[config.mk]
export PLATFORM = sky130hd
export DESIGN_NAME = trk_ref_ctrl
export DESIGN_NICKNAME = d
export VERILOG_FILES = /design/src/rtl/trk_pkg.sv /design/src/rtl/trk_tick_gen.sv /design/src/rtl/trk_ref_calc.sv /design/src/rtl/trk_pg_filter.sv /design/src/rtl/trk_ref_ctrl.sv
export SDC_FILE = /design/constraint.sdc
export NUM_CORES = 1
export LEC_CHECK = 0
export CORE_ASPECT_RATIO = 0.5
export CORE_MARGIN = 1
export CORE_UTILIZATION = 45
export DETAILED_ROUTE_END_ITERATION = 6
export DONT_BUFFER_PORTS = 1
export MAX_ROUTING_LAYER = met4
export PLACE_DENSITY = 0.58
export SLEW_MARGIN = 20
export SYNTH_ARGS = -nofsm -noshare
export SYNTH_HDL_FRONTEND = slang
export SYNTH_SLANG_ARGS = --single-unit
[constraint.sdc]
create_clock -name clk -period 6.89 [get_ports clk]
set_clock_uncertainty 0.05 [all_clocks]
set_input_delay 0.689 -clock clk [delete_from_list [all_inputs] [get_ports clk]]
set_output_delay 0.689 -clock clk [all_outputs]
set_load 0.1 [all_outputs]
[src/rtl/trk_pkg.sv]
package trk_pkg;
  typedef enum logic [2:0] {
    ST_IDLE    = 3'd0,
    ST_ARMED   = 3'd1,
    ST_TRACK   = 3'd2,
    ST_TURNOFF = 3'd3,
    ST_OFF     = 3'd4
  } trk_state_t;
endpackage

[src/rtl/trk_tick_gen.sv]
// Millisecond strobe: one-cycle pulse every DIV clocks, restarted by clr_i.
module trk_tick_gen #(
  parameter int DIV = 200000
) (
  input  logic clk,
  input  logic rst,
  input  logic clr_i,
  output logic tick_o
);
  generate
    if (DIV <= 1) begin : g_pass
      assign tick_o = ~clr_i;
    end else begin : g_div
      localparam int CW = $clog2(DIV);
      logic [CW-1:0] cnt_q;
      assign tick_o = (cnt_q == CW'(DIV - 1)) && !clr_i;
      always_ff @(posedge clk) begin
        if (rst || clr_i)  cnt_q <= '0;
        else if (tick_o)   cnt_q <= '0;
        else               cnt_q <= cnt_q + 1'b1;
      end

      a_tick_single: assert property (@(posedge clk) disable iff (rst)
        tick_o |=> !tick_o);
    end
  endgenerate
endmodule

[src/rtl/trk_ref_calc.sv]
// Scales the master sample and applies the optional cap.
module trk_ref_calc #(
  parameter int CODE_W = 10
) (
  input  logic [CODE_W-1:0] master_i,
  input  logic [CODE_W-1:0] target_i,
  input  logic              full_i,
  input  logic              cap_i,
  output logic [CODE_W-1:0] ref_o
);
  logic [CODE_W-1:0] scaled;
  always_comb begin
    scaled = full_i ? master_i : (master_i >> 1);
    ref_o  = (cap_i && (scaled > target_i)) ? target_i : scaled;
  end
endmodule

[src/rtl/trk_pg_filter.sv]
// Power-good qualification: condition must hold for delay_i ms.
module trk_pg_filter #(
  parameter int MS_W = 8,
  parameter int DIV  = 200000
) (
  input  logic            clk,
  input  logic            rst,
  input  logic            above_i,
  input  logic [MS_W-1:0] delay_i,
  output logic            pg_o
);
  logic            tick;
  logic [MS_W-1:0] ms_q;
  logic            pg_q;

  trk_tick_gen #(.DIV(DIV)) u_tick (
    .clk(clk), .rst(rst), .clr_i(!above_i), .tick_o(tick)
  );

  always_ff @(posedge clk) begin
    if (rst || !above_i) begin
      ms_q <= '0;
      pg_q <= 1'b0;
    end else begin
      if (tick && (ms_q != {MS_W{1'b1}})) ms_q <= ms_q + 1'b1;
      pg_q <= (ms_q >= delay_i);
    end
  end
  assign pg_o = pg_q;

  a_r10_drop_below: assert property (@(posedge clk) disable iff (rst)
    !above_i |=> !pg_o);
endmodule

[src/rtl/trk_ref_ctrl.sv]
module trk_ref_ctrl #(
  parameter int CODE_W   = 10,
  parameter int MS_W     = 8,
  parameter int TICK_DIV = 200000
) (
  input  logic              clk,
  input  logic              rst,
  input  logic              en_i,
  input  logic              trk_on_i,
  input  logic              ratio_full_i,
  input  logic              cap_at_target_i,
  input  logic              fall_early_i,
  input  logic [CODE_W-1:0] master_code_i,
  input  logic [CODE_W-1:0] target_code_i,
  input  logic [CODE_W-1:0] fb_code_i,
  input  logic [CODE_W-1:0] pg_thresh_i,
  input  logic [MS_W-1:0]   pg_delay_i,
  input  logic [MS_W-1:0]   off_timeout_i,
  output logic [CODE_W-1:0] ref_code_o,
  output logic              out_en_o,
  output logic              pg_o
);
  import trk_pkg::*;

  trk_state_t        state_q, state_d;
  logic [CODE_W-1:0] calc_ref, ref_q, ref_d;
  logic              out_en_q, out_en_d;
  logic [MS_W-1:0]   off_cnt_q;
  logic              off_tick;
  logic              pg_seen_q;
  logic              hold;

  trk_ref_calc #(.CODE_W(CODE_W)) u_calc (
    .master_i(master_code_i), .target_i(target_code_i),
    .full_i(ratio_full_i), .cap_i(cap_at_target_i), .ref_o(calc_ref)
  );

  trk_tick_gen #(.DIV(TICK_DIV)) u_off_tick (
    .clk(clk), .rst(rst), .clr_i(state_q != ST_TURNOFF), .tick_o(off_tick)
  );

  trk_pg_filter #(.MS_W(MS_W), .DIV(TICK_DIV)) u_pg (
    .clk(clk), .rst(rst),
    .above_i(out_en_d && (fb_code_i >= pg_thresh_i)),
    .delay_i(pg_delay_i), .pg_o(pg_o)
  );

  always_comb begin
    state_d = state_q;
    case (state_q)
      ST_IDLE:    if (en_i && trk_on_i) state_d = ST_ARMED;
      ST_ARMED:   state_d = en_i ? ST_TRACK : ST_IDLE;
      ST_TRACK:   if (!en_i) state_d = ST_TURNOFF;
      ST_TURNOFF: if ((master_code_i == '0) || (off_cnt_q >= off_timeout_i))
                    state_d = ST_OFF;
      ST_OFF:     state_d = ST_IDLE;
      default:    state_d = ST_IDLE;
    endcase
  end

  always_comb begin
    out_en_d = (state_d == ST_TRACK) || (state_d == ST_TURNOFF);
    hold     = !pg_seen_q && !fall_early_i && (calc_ref < ref_q);
    if (!out_en_d) ref_d = '0;
    else           ref_d = hold ? ref_q : calc_ref;
  end

  always_ff @(posedge clk) begin
    if (rst) begin
      state_q   <= ST_IDLE;
      ref_q     <= '0;
      out_en_q  <= 1'b0;
      off_cnt_q <= '0;
      pg_seen_q <= 1'b0;
    end else begin
      state_q  <= state_d;
      ref_q    <= ref_d;
      out_en_q <= out_en_d;
      if (state_q != ST_TURNOFF)
        off_cnt_q <= '0;
      else if (off_tick && (off_cnt_q != {MS_W{1'b1}}))
        off_cnt_q <= off_cnt_q + 1'b1;
      if (state_q == ST_IDLE) pg_seen_q <= 1'b0;
      else if (pg_o)          pg_seen_q <= 1'b1;
    end
  end

  assign ref_code_o = ref_q;
  assign out_en_o   = out_en_q;

  a_r3_arm_then_track: assert property (@(posedge clk) disable iff (rst)
    (state_q == ST_ARMED && en_i) |=> out_en_q);
  a_r5_ref_capped: assert property (@(posedge clk) disable iff (rst)
    cap_at_target_i |=> (ref_q <= $past(target_code_i)));
  a_r6_no_drop_before_pg: assert property (@(posedge clk) disable iff (rst)
    (out_en_q && !pg_seen_q && !fall_early_i) |=>
      (!out_en_q || (ref_q >= $past(ref_q))));
  a_r7_timeout_off: assert property (@(posedge clk) disable iff (rst)
    (state_q == ST_TURNOFF && off_cnt_q >= off_timeout_i) |=> !out_en_q);
  a_r10_pg_needs_output: assert property (@(posedge clk) disable iff (rst)
    pg_o |-> out_en_q);
endmodule

==> qor_table.md, run 1 <==
| Metric | Reported | Unit |
| --- | --- | --- |
| FF+latch count, synth | 68 | - |
| Transition time at the pin with the least slew margin | 1060 | ps |
| Number of hold violations in the final report | 0 | - |
| Crit end category | register | - |
| Finish-stage setup viols | 0 | - |
| Number of flops mapped to enable cells by yosys | 0 | - |
| I/O Pins | 75 | - |
| Sum of net half-perimeters after detailed placement | 6.48 | mm |
| Slew Limit Fails | 0 | - |
| Starting density of the core | 47.7 | % |
| Worst path max stage delay | 830 | ps |
| Wire per inst | 13.6 | um |
| Pin count of the biggest net entering global routing | 19 | - |
| Max VDD drop | 105 | uV |
| RSZ-0062 raised after global routing | false | - |
| Adder and majority gate portion of the synthesized area | 14.4 | % |
| Fraction of layout instances using a drive strength above 1 | 9.42 | % |
| Global-route usage over all layers | 19.2 | % |
| Flop2flop setup slack | 3250 | ps |
| Clock tree from TritonCTS | done | - |
| Final nets | 609 | - |
| Syn. warnings | 0 | - |
| Peak clock frequency supported by timing | 197 | MHz |
| Max-cap violation count | 0 | - |
| Total wire length | 8.37 | mm |
| DRC violations left | 0 | - |
| Pwr Density | 203 | mW/mm2 |
| Cell Rows | 24 | - |
| Area fraction in and, or, nand and nor cells after synthesis | 22.3 | % |
| Number of distinct standard cells referenced by the synthesized netlist | 53 | - |
| Critical Path Start | ratio_full_i | - |
| Shortest clock period the worst path allows after layout | 5080 | ps |
| Synthesized netlist cell count | 492 | - |
| Routed wire length on met3 | 319 | um |
| Wire length of the first global-routing pass | 14.6 | mm |
| Combinational family with the most area after synthesis | simple AND/OR/NAND/NOR gates | - |
| Net count of the mapped netlist | 604 | - |
| Met2 routed wirelength | 3.68 | mm |
| Final sum of negative setup slack | 0 | ps |
| Fill cell total of the finished layout | 860 | - |
| Final weighted congestion in routability-driven placement | 0.865 | - |
| Post-route fraction of the period consumed by the critical path | 73.8 | % |
| H-tree depth | 3 | - |
| Post-synthesis sequential area ratio | 31.9 | % |
| Total grt overflow | 0 | - |
| Share of async-settable or async-resettable flops after synthesis | 0 | % |
| Commonest non-fill, non-tap cells in the layout | 68 x dfxtp_1, 65 x nor2_1, 55 x inv_1 | - |
| Cells resized by post-CTS repair | 0 | - |
| Post-synthesis cell area | 0.00427 | mm2 |
| Clk slew on worst S/H paths | 50 | ps |
| Worst hold-check path type | in -> reg | - |
| Overall via count from detail_route | 3228 | - |
| Rel. slew slack | 29.4 | % |
| Insertion delay of the later-clocked pin in the worst-skew pair | 330 | ps |
| Placement-stage cell area | 0.00439 | mm2 |
| Critical Path AT | 5260 | ps |
| Buffers added on ports | 0 | - |
| Final instance area | 0.00467 | mm2 |
| Maximum net fanout on the critical path | 11 | - |
| Library cell occupying the most area in the post-synthesis netlist | dfxtp_1 | - |
| Parity-gate share of the synthesized area counting xor and xnor cells | 7.19 | % |
| Most common flop cell mapped by yosys | dfxtp_1 | - |
| Most area-consuming cells after synthesis | dfxtp_1 32%, ha_1 14%, nor2_1 5.7% | - |
| Die area | 0.00990 | mm2 |
| Top cell family by delay on the critical path | compound AO/OA/AOI/OAI gates | - |
| Antenna violations before repair | 0 | - |
| Capturing instance or port of the critical path | ref_code_o[9] | - |
| Via density | 5.24 | - |
| Final standard cell utilization of the core | 52.2 | % |
| Synthesized area per cell | 8.67 | um2 |
| Die Height | 70.8 | um |
| Antenna diode count | 0 | - |
| Top layer used by detailed routing | met4 | - |
| Post-CTS Setup Inserts | 0 | - |
| Post-synthesis compound-gate area fraction | 10.6 | % |
| Maximum count of clock buffers along a single path | 2 | - |
| CTS root buf | clkbuf_16 | - |
| Area of the placeable core | 0.00895 | mm2 |
| Routed Antenna Nets | 0 | - |
| Number of global-route vias before repair | 3112 | - |
| Startpoint of the lowest-slack register-to-register path | ref_code_o[7] | - |
| Outcome | finished, final reports clean | - |
| Worst Reg-to-Reg Cells | 8 | - |
| Clock tree sinks | 68 | - |
| Floorplan die width | 140 | um |
| Crit path buf inv count | 0 | - |
| Element type at the critical path start | input pin | - |
| Detailed router's first-iteration violation count | 79 | - |
| TritonCTS Buffers | 9 | - |
| Total number of cells along the worst setup path | 14 | - |
| Post-route met1 wirelength | 4.32 | mm |
| Mux cell area share after synthesis | 7.80 | % |
| Critical path start-end classification | in -> reg | - |
| Worst path slowest cell | a2111oi_0 | - |
| Series of cell instances along the critical path | mux2_2, ha_1, nand4_1, a211oi_1, a2111oi_0, nor2_1, mux2_2, ha_1, a211oi_1, o21ai_0, a2111oi_0, a311oi_2, mux2i_1, nor2_1 | - |
| Pre-antenna DRT Iters | 4 | - |
| Share of the synthesized area in the top cell type | 31.9 | % |
| Endpoint of the lowest-slack register-to-register path | ref_code_o[9] | - |
| Layout Area Growth over Synthesis | 9.56 | % |
| Most common cell after layout, fill and taps aside | dfxtp_1 | - |
| Quantity of hold-fixing buffers added after cts | 0 | - |
| Leakage component of the power | 1.93 | nW |
| Required time of the worst setup path | 7060 | ps |
## per-stage QoR
stage / hold WS (ps) / total power, W / worst slack, ps / cells
floorplan: 376 / 0.000496 / 1930 / 492
global placement: 391 / 0.000512 / 1560 / 603
detailed placement: 403 / 0.000512 / 1490 / 603
CTS: 368 / 0.000960 / 1820 / 616
global route: 370 / 0.000997 / 1430 / 616
finish: 382 / 0.000949 / 1810 / 616
## Yosys cell counts (2+ instances only)
master,count
dfxtp_1,68
nor2_1,65
inv_1,55
ha_1,49
xor2_1,21
nand2_1,20
a21oi_1,18
nand3_1,18
mux2_2,17
o21ai_0,16
xnor2_1,14
and3_1,13
mux2i_1,13
nand4_1,10
nor3_1,8
or3_1,8
a21o_1,6
and2_1,6
a211oi_1,5
nand2b_1,5
and4_1,4
clkbuf_1,4
o211ai_1,4
nor4_1,3
or2_2,3
a2111oi_0,2
buf_2,2
buf_4,2
nor2b_1,2
nor4b_1,2
nor4b_2,2
o21a_1,2
o21ba_2,2
o31a_1,2
o31ai_1,2
or4_1,2
## cell type report
| type | instances | area [um2] | share of cell area [%] |
|---|---|---|---|
| Tap cell | 117 | 146 | 3.13 |
| Timing Repair Buffer | 2 | 15.0 | 0.321 |
| Sequential cell | 68 | 1360 | 29.1 |
| Clock buffer | 11 | 243 | 5.19 |
| Inverter | 55 | 206 | 4.42 |
| Multi-Input combinational cell | 361 | 2660 | 57.0 |
| Clock inverter | 2 | 37.5 | 0.803 |
## registers in the layout, summed over array words and instances (netlist names)
register,cells
pg_seen_q,1
u_pg.u_tick.g_div.cnt_q,18
state_q,3
ref_code_o,10
off_cnt_q,8
out_en_o,1
u_pg.pg_o,1
u_off_tick.g_div.cnt_q,18
u_pg.ms_q,8
## where the power goes
group          switching, W  total (W)  internal [W]  leakage (nW)
combinational     0.0000491  0.0000941     0.0000449          1.25
sequential        0.0000146   0.000410      0.000396         0.548
clock              0.000161   0.000444      0.000284         0.134
## worst min-delay path by stage
stage,startpoint,to,cells past startpoint
after floorplan,u_pg.u_tick.g_div.cnt_q[0],u_pg.u_tick.g_div.cnt_q[0],1
after global placement,u_off_tick.g_div.cnt_q[0],u_off_tick.g_div.cnt_q[0],1
after detailed placement,u_pg.u_tick.g_div.cnt_q[0],u_pg.u_tick.g_div.cnt_q[0],1
after CTS,rst,state_q[0],1
after global routing,rst,state_q[0],1
final,rst,state_q[0],1
## metal layers
layer,global-route usage [%],up-vias
li1,-,1721
met5,-,-
met1,24.0,1459
met2,29.7,41
met3,5.82,7
met4,5.86,0
## worst register-to-register path, stage by stage, from the launching register on
cell and delay, ps:
dfxtp_1 1010, inv_1 120, ha_1 340, a211oi_1 220, o21ai_0 140, a2111oi_0 830, a311oi_2 480, mux2i_1 280
nor2_1 60
## cells by family (layout without fill, tap and decap cells)
kind of cell,count (synthesis),count (layout)
xor gates and xnor gates,35,35
buffers and inverters,63,70
muxes,31,31
and+or+nand+nor,178,178
AOI/OAI and AO/OA,68,68
adders and majority gates,49,49
DFF,68,68
Power figures use the tool's default switching activity.
==> run 2: changes to the inputs <==
Settings changed: PLACE_DENSITY 0.58 to 0.6.
Clock period 6.89 ns to 4.46 ns, I/O delays scaled along.
==> run 2 against run 1 <==
Sequential cell count is the same. Critical path depth grew 4. Largest cell class unchanged. Worst setup slack lost 1500 ps.
==> qor_table.md, run 2 (synthesis gave the netlist of run 1 again) <==
| Metric | Reported | Unit | Change |
| --- | --- | --- | --- |
| Pin count of the biggest net entering global routing | 19 | - | unchanged |
| Worst setup timing slack at the placement stage | -514 | ps | -2010 ps |
| Antenna violations before repair | 0 | - | unchanged |
| Post-route fraction of the period consumed by the critical path | 93.9 | % |  |
| Total grt overflow | 0 | - | unchanged |
| Final nets | 642 | - | +5.4% |
| I/O Pins | 75 | - | unchanged |
| Outcome | finished, final reports clean | - |  |
| Area of the placeable core | 0.00895 | mm2 | unchanged |
| Critical path start-end classification | in -> reg | - |  |
| Most common cell after layout, fill and taps aside | dfxtp_1 | - |  |
| Number of hold violations in the final report | 0 | - | unchanged |
| Placement-stage cell area | 0.00463 | mm2 | +5.4% |
| Final instance area | 0.00493 | mm2 | +5.6% |
| Finish-stage setup viols | 0 | - | unchanged |
| Total wire length | 8.61 | mm | +2.9% |
| Pwr Density | 293 | mW/mm2 | +44% |
| Routed Antenna Nets | 0 | - | unchanged |
| CTS root buf | clkbuf_16 | - |  |
| Sum of net half-perimeters after detailed placement | 6.64 | mm | +2.5% |
| Fraction of layout instances using a drive strength above 1 | 15.6 | % | +6.2 points |
| Shortest clock period the worst path allows after layout | 4190 | ps |  |
| Critical Path AT | 4330 | ps | -930 ps |
| Max-cap violation count | 0 | - | unchanged |
| Maximum count of clock buffers along a single path | 2 | - | unchanged |
| Top cell family by delay on the critical path | compound AO/OA/AOI/OAI gates | - |  |
| TritonCTS Buffers | 9 | - | unchanged |
| Maximum net fanout on the critical path | 10 | - | -1 |
| Cell Rows | 24 | - | unchanged |
| Required time of the worst setup path | 4600 | ps | -2460 ps |
| Number of global-route vias before repair | 3131 | - | +0.61% |
| Rel. slew slack | 31.2 | % | +1.9 points |
| Overall via count from detail_route | 3351 | - | +3.8% |
| DRC violations left | 0 | - | unchanged |
| Worst path slowest cell | a2111oi_2 | - |  |
| Pre-antenna DRT Iters | 4 | - | unchanged |
| Starting density of the core | 47.7 | % | unchanged |
| Layout Area Growth over Synthesis | 15.7 | % |  |
| Max VDD drop | 170 | uV | +61% |
| Setup slack of the critical path after layout | 270 | ps | -1530 ps |
| Series of cell instances along the critical path | mux2_2, ha_1, a21oi_1, o21ai_0, a2111oi_2, nor2_4, buf_4, mux2_2, ha_1, a211oi_1, o21ai_0, a2111oi_1, buf_4, o211a_1, a311oi_4, buf_12, mux2i_1, nor2_1 | - |  |
| Commonest non-fill, non-tap cells in the layout | 68 x dfxtp_1, 64 x nor2_1, 55 x inv_1 | - |  |
| Slew Limit Fails | 0 | - | unchanged |
| Element type at the critical path start | input pin | - |  |
| Number of placed instances, taps included | 634 | - | +5.1% |
| Worst path max stage delay | 590 | ps | -240 ps |
| Buffers added on ports | 0 | - | unchanged |
| Clock tree from TritonCTS | done | - |  |
| Peak clock frequency supported by timing | 239 | MHz |  |
| Clock tree sinks | 68 | - | unchanged |
| Transition time at the pin with the least slew margin | 1030 | ps | -29.2 ps |
| Wire per inst | 13.2 | um | -2.5% |
| RSZ-0062 raised after global routing | false | - |  |
| Quantity of hold-fixing buffers added after cts | 0 | - | unchanged |
| Crit path buf inv count | 3 | - | +3 |
| Antenna diode count | 0 | - | unchanged |
| Global-route usage over all layers | 19.5 | % | +0.30 points |
| Insertion delay of the later-clocked pin in the worst-skew pair | 330 | ps | about the same |
| Clk slew on worst S/H paths | 50 | ps | about the same |
| Floorplan die width | 140 | um | unchanged |
| Final weighted congestion in routability-driven placement | 0.819 | - | -5.3% |
| Via density | 5.16 | - | -1.6% |
| Number of non-filler instances in the completed layout | 650 | - | +5.5% |
| Die area | 0.00990 | mm2 | unchanged |
| Worst hold-check path type | in -> reg | - |  |
| Leakage component of the power | 2.10 | nW | +8.9% |
| H-tree depth | 3 | - | unchanged |
| Crit end category | register | - |  |
| Final sum of negative setup slack | 0 | ps | unchanged |
| Detailed router's first-iteration violation count | 153 | - | +94% |
| Die Height | 70.8 | um | unchanged |
| Wire length of the first global-routing pass | 14.7 | mm | +1.0% |
==> run 2: changes by cell type in the layout (fill, tap and decap cells not counted) <==
cell	delta
a311oi_4	+1
nor2_1	-1
buf_2	+1
a311oi_2	-1
buf_4	+31
bufinv_16	-1
clkinvlp_4	-1
a2111oi_1	+1
a2111oi_2	+1
clkinv_2	+3
a2111oi_0	-2
buf_12	+1
nor2_4	+1
==> run 2: power breakdown <==
part | internal (W) | total, W | switching [W]
registers | 0.000612 | 0.000617 | 0.00000503
clock network | 0.000382 | 0.000627 | 0.000245
logic | 0.0000985 | 0.000202 | 0.000104
==> run 2: area by class of cell <==
| type | count | area [um2] |
|---|---|---|
| well taps | 117 | 146 |
| repair buffers | 35 | 273 |
| clock buffers | 11 | 243 |
| inverters | 55 | 206 |
| fillers | 825 | 4010 |
| flip-flops and latches | 68 | 1360 |
| multi-input cells | 361 | 2690 |
| clock inverters | 3 | 15.0 |
==> run 2: timing repair <==
action	CTS	global route
endpoints found under the setup margin	9	9
pin swaps	0	1
buffers inserted	0	1
gates resized for setup	2	2
gates cloned	0	0
==> run 2: path summary, 6_finish.rpt <==
check	start	endpoint	slack, ps	cells after the start
worst max-delay path	ratio_full_i	ref_code_o[7]	270	18
worst max register to register	ref_code_o[5]	ref_code_o[7]	1780	12
worst min register to register	u_pg.u_tick.g_div.cnt_q[0]	u_pg.u_tick.g_div.cnt_q[0]	410	1
worst min-delay path	rst	state_q[0]	140	1
==> run 2: through the flow <==
step | power, W | util, % | hold WS (ps)
floorplan | 0.000766 | - | 376
global placement | 0.000817 | 51.7 | 393
detailed placement | 0.000820 | 51.7 | 398
CTS | 0.00146 | 54.8 | 129
global route | 0.00152 | 55.1 | 125
finish | 0.00145 | 55.1 | 144
==> run 2: layer usage <==
layer	wire (um)	GRT usage, %	share of wire (%)	vias up
met4	31	6.35	0.36	0
met3	353	6.16	4.1	7
met2	3810	30.4	44	51
met1	4410	23.9	51	1495
met5	0	-	0	-
li1	-	-	-	1798
==> run 3: changes to the inputs <==
Settings changed: SYNTH_HIERARCHICAL set to 1.
==> run 3 against run 2 <==
Worst hold slack worse by 4.3 ps. Power up 1.8%. Global-route usage about the same. Final cell count up 3.2%. Routed wire length up 7.1%. Via count up 9.4%. Register-to-register slack worse by 520 ps. Critical path depth down 6. Cell area up 0.63%. Count of clock-buffer cells in the layout up 1. Synthesized cell count up 7.5%. Sequential power up 2%.
==> qor_table.md, run 3 <==
| Metric | Reported | Unit | Change |
| --- | --- | --- | --- |
| Most area-consuming cells after synthesis | dfxtp_1 30%, ha_1 13%, xnor2_1 5.7% | - |  |
| Wire length of the first global-routing pass | 16.0 | mm | +8.7% |
| Outcome | finished, final reports clean | - |  |
| Post-Route Hold Slack | 140 | ps | -4.25 ps |
| H-tree depth | 3 | - | unchanged |
| Critical Path AT | 3650 | ps | -680 ps |
| Crit end category | register | - |  |
| Required time of the worst setup path | 4640 | ps | +40 ps |
| Clock tree from TritonCTS | done | - |  |
| Floorplan die width | 145 | um | +3.8% |
| Commonest non-fill, non-tap cells in the layout | 68 x dfxtp_1, 64 x nor2_1, 53 x inv_1 | - |  |
| Leakage component of the power | 1.81 | nW | -14% |
| Storage cell area | 0.00136 | mm2 | unchanged |
| Most common cell after layout, fill and taps aside | dfxtp_1 | - |  |
| Worst hold-check path type | in -> reg | - |  |
| Routed Antenna Nets | 0 | - | unchanged |
| Post-route fraction of the period consumed by the critical path | 77.6 | % | -16 points |
| Die Height | 73.5 | um | +3.7% |
| Cell Rows | 25 | - | +4.2% |
| Number of non-filler instances in the completed layout | 671 | - | +3.2% |
| Clk slew on worst S/H paths | 50 | ps | about the same |
| Antenna violations before repair | 0 | - | unchanged |
| Placement-stage cell area | 0.00468 | mm2 | +1.1% |
| Insertion delay of the later-clocked pin in the worst-skew pair | 330 | ps | about the same |
| Maximum net fanout on the critical path | 10 | - | unchanged |
| Peak clock frequency supported by timing | 289 | MHz | +21% |
| Rel. slew slack | 29.8 | % | -1.4 points |
| Max-cap violation count | 0 | - | unchanged |
| Maximum count of clock buffers along a single path | 2 | - | unchanged |
| Finish-stage setup viols | 0 | - | unchanged |
| I/O Pins | 75 | - | unchanged |
| RSZ-0062 raised after global routing | false | - |  |
| Max VDD drop | 207 | uV | +22% |
| Detailed router's first-iteration violation count | 112 | - | -27% |
| Critical path start-end classification | in -> reg | - |  |
| Antenna diode count | 0 | - | unchanged |
| Number of global-route vias before repair | 3424 | - | +9.4% |
| Post-synthesis sequential area ratio | 29.6 | % | -2.3 points |
| Sum of net half-perimeters after detailed placement | 6.98 | mm | +5.1% |
| Worst setup timing slack at the placement stage | 654 | ps | +1170 ps |
| Library cell occupying the most area in the post-synthesis netlist | dfxtp_1 | - |  |
| Flop2flop setup slack | 1260 | ps | -520 ps |
| Top cell types by occurrence after synthesis | 68 x dfxtp_1, 64 x nor2_1, 53 x inv_1 | - |  |
| Final weighted congestion in routability-driven placement | 0.823 | - | +0.54% |
| Element type at the critical path start | input pin | - |  |
| Shortest clock period the worst path allows after layout | 3460 | ps | -727 ps |
| Post-CTS Setup Inserts | 0 | - | unchanged |
| Net count of the mapped netlist | 641 | - | +6.1% |
| Setup slack of the critical path after layout | 997 | ps | +727 ps |
| CTS root buf | clkbuf_16 | - |  |
| Die area | 0.0106 | mm2 | +7.6% |
| Final nets | 643 | - | +0.16% |
| Buffers added on ports | 0 | - | unchanged |
| Quantity of hold-fixing buffers added after cts | 0 | - | unchanged |
| Total wire length | 9.21 | mm | +7.1% |
| Slew Limit Fails | 0 | - | unchanged |
| Via density | 5.46 | - | +5.9% |
| Cells resized by post-CTS repair | 0 | - | -2 |
| Area of the placeable core | 0.00967 | mm2 | +8.0% |
| Final sum of negative setup slack | 0 | ps | unchanged |
| Layout Area Growth over Synthesis | 8.03 | % |  |
| Syn. warnings | 6 | - | +6 |
| Pre-antenna DRT Iters | 4 | - | unchanged |
| Fill cell total of the finished layout | 939 | - | +14% |
| Final instance area | 0.00497 | mm2 | +0.63% |
| Clock tree sinks | 68 | - | unchanged |
| Number of placed instances, taps included | 655 | - | +3.3% |
| Number of flops mapped to enable cells by yosys | 0 | - | unchanged |
| Global-route usage over all layers | 19.4 | % | -0.046 points |
| Total grt overflow | 0 | - | unchanged |
| Share of the synthesized area in the top cell type | 29.6 | % | -2.3 points |
| Share of async-settable or async-resettable flops after synthesis | 0 | % | unchanged |
| Wire per inst | 13.7 | um | +3.7% |
| Area of the multi-input gates | 0.00290 | mm2 | +7.9% |
| Pin count of the biggest net entering global routing | 19 | - | unchanged |
| Number of hold violations in the final report | 0 | - | unchanged |
| FF+latch count, synth | 68 | - | unchanged |
| Pwr Density | 296 | mW/mm2 | +1.2% |
| Fraction of layout instances using a drive strength above 1 | 12.1 | % | -3.4 points |
| Transition time at the pin with the least slew margin | 1050 | ps | +21.4 ps |
| Post-synthesis cell area | 0.00460 | mm2 | +7.8% |
| Overall via count from detail_route | 3665 | - | +9.4% |
| TritonCTS Buffers | 9 | - | unchanged |
| Top-count cell post-synth | dfxtp_1 | - |  |
| Starting density of the core | 47.6 | % | -0.11 points |
| Synthesized area per cell | 8.69 | um2 | +0.24% |
| Number of distinct standard cells referenced by the synthesized netlist | 63 | - | +19% |
| Synthesized netlist cell count | 529 | - | +7.5% |
| Most common flop cell mapped by yosys | dfxtp_1 | - |  |
| DRC violations left | 0 | - | unchanged |
==> run 3: cell types whose count changed in the layout (fill, tap and decap cells not counted), sizes merged, moves of 8 or more <==
cell    previous run  this run
nor4               4        14
xnor2             14        30
nand3             18        26
o21ai             16        27
buf               35         6
nand4             10        19
mux2i             13         5
xor2              21         5
a221oi             1        11
==> run 3: metal layers <==
layer / vias up / track usage [%] / routed length [um]
met5: - / - / 0
met2: 55 / 30.0 / 3980
met3: 10 / 5.96 / 496
met4: 0 / 7.57 / 125
li1: 1905 / - / -
met1: 1695 / 23.9 / 4620
==> run 3: cell type report <==
type / instances / share of cell area (%)
Clock inverter: 4 / 0.454
Multi-Input combinational cell: 393 / 58.5
Sequential cell: 68 / 27.4
Timing Repair Buffer: 6 / 0.907
Clock buffer: 12 / 5.37
Inverter: 53 / 4.01
Tap cell: 135 / 3.40
==> run 3: cells by family (layout without fill, tap and decap cells) <==
kind of cell	count (synthesis)	count (layout)	share of synthesized area, %
AOI/OAI and AO/OA	90	90	14.9
xor gates and xnor gates	35	35	6.67
adders and majority gates	49	49	13.3
buffers and inverters	68	75	7.24
DFF	68	68	29.6
muxes	22	22	5.25
and+or+nand+nor	197	197	23.0
==> run 3: worst max-delay path: stages <==
cell      delay, ps
mux2_2          320
ha_1            280
nand4_1         160
nand2b_1        220
a31oi_4         390
mux2_2          400
ha_1            310
a211oi_2        240
and3_2          240
o21a_2          230
o21ai_0         120
a221oi_1        280
==> run 3: worst paths after layout <==
path                             start                         to  cells past startpoint
max                       ratio_full_i              ref_code_o[4]                     12
min                                rst                  pg_seen_q                      1
max reg2reg               off_cnt_q[0]               u_pg/ms_q[7]                     13
min reg2reg  u_off_tick/g_div.cnt_q[0]  u_off_tick/g_div.cnt_q[0]                      1
==> run 3: metrics by stage <==
stage          total power, W  utilization [%]
3_3_place_gp         0.000808             48.4
3_5_place_dp         0.000809             48.4
6_report              0.00147             51.4
2_1_floorplan        0.000785                -
5_1_grt               0.00154             51.4
4_1_cts               0.00149             51.4
==> run 3: report_power, final <==
part	switching [W]	leakage [nW]	internal, W
clock network	0.000258	0.144	0.000418
logic	0.0000943	1.12	0.0000715
registers	0.0000179	0.548	0.000612
total	0.000370	1.81	0.00110
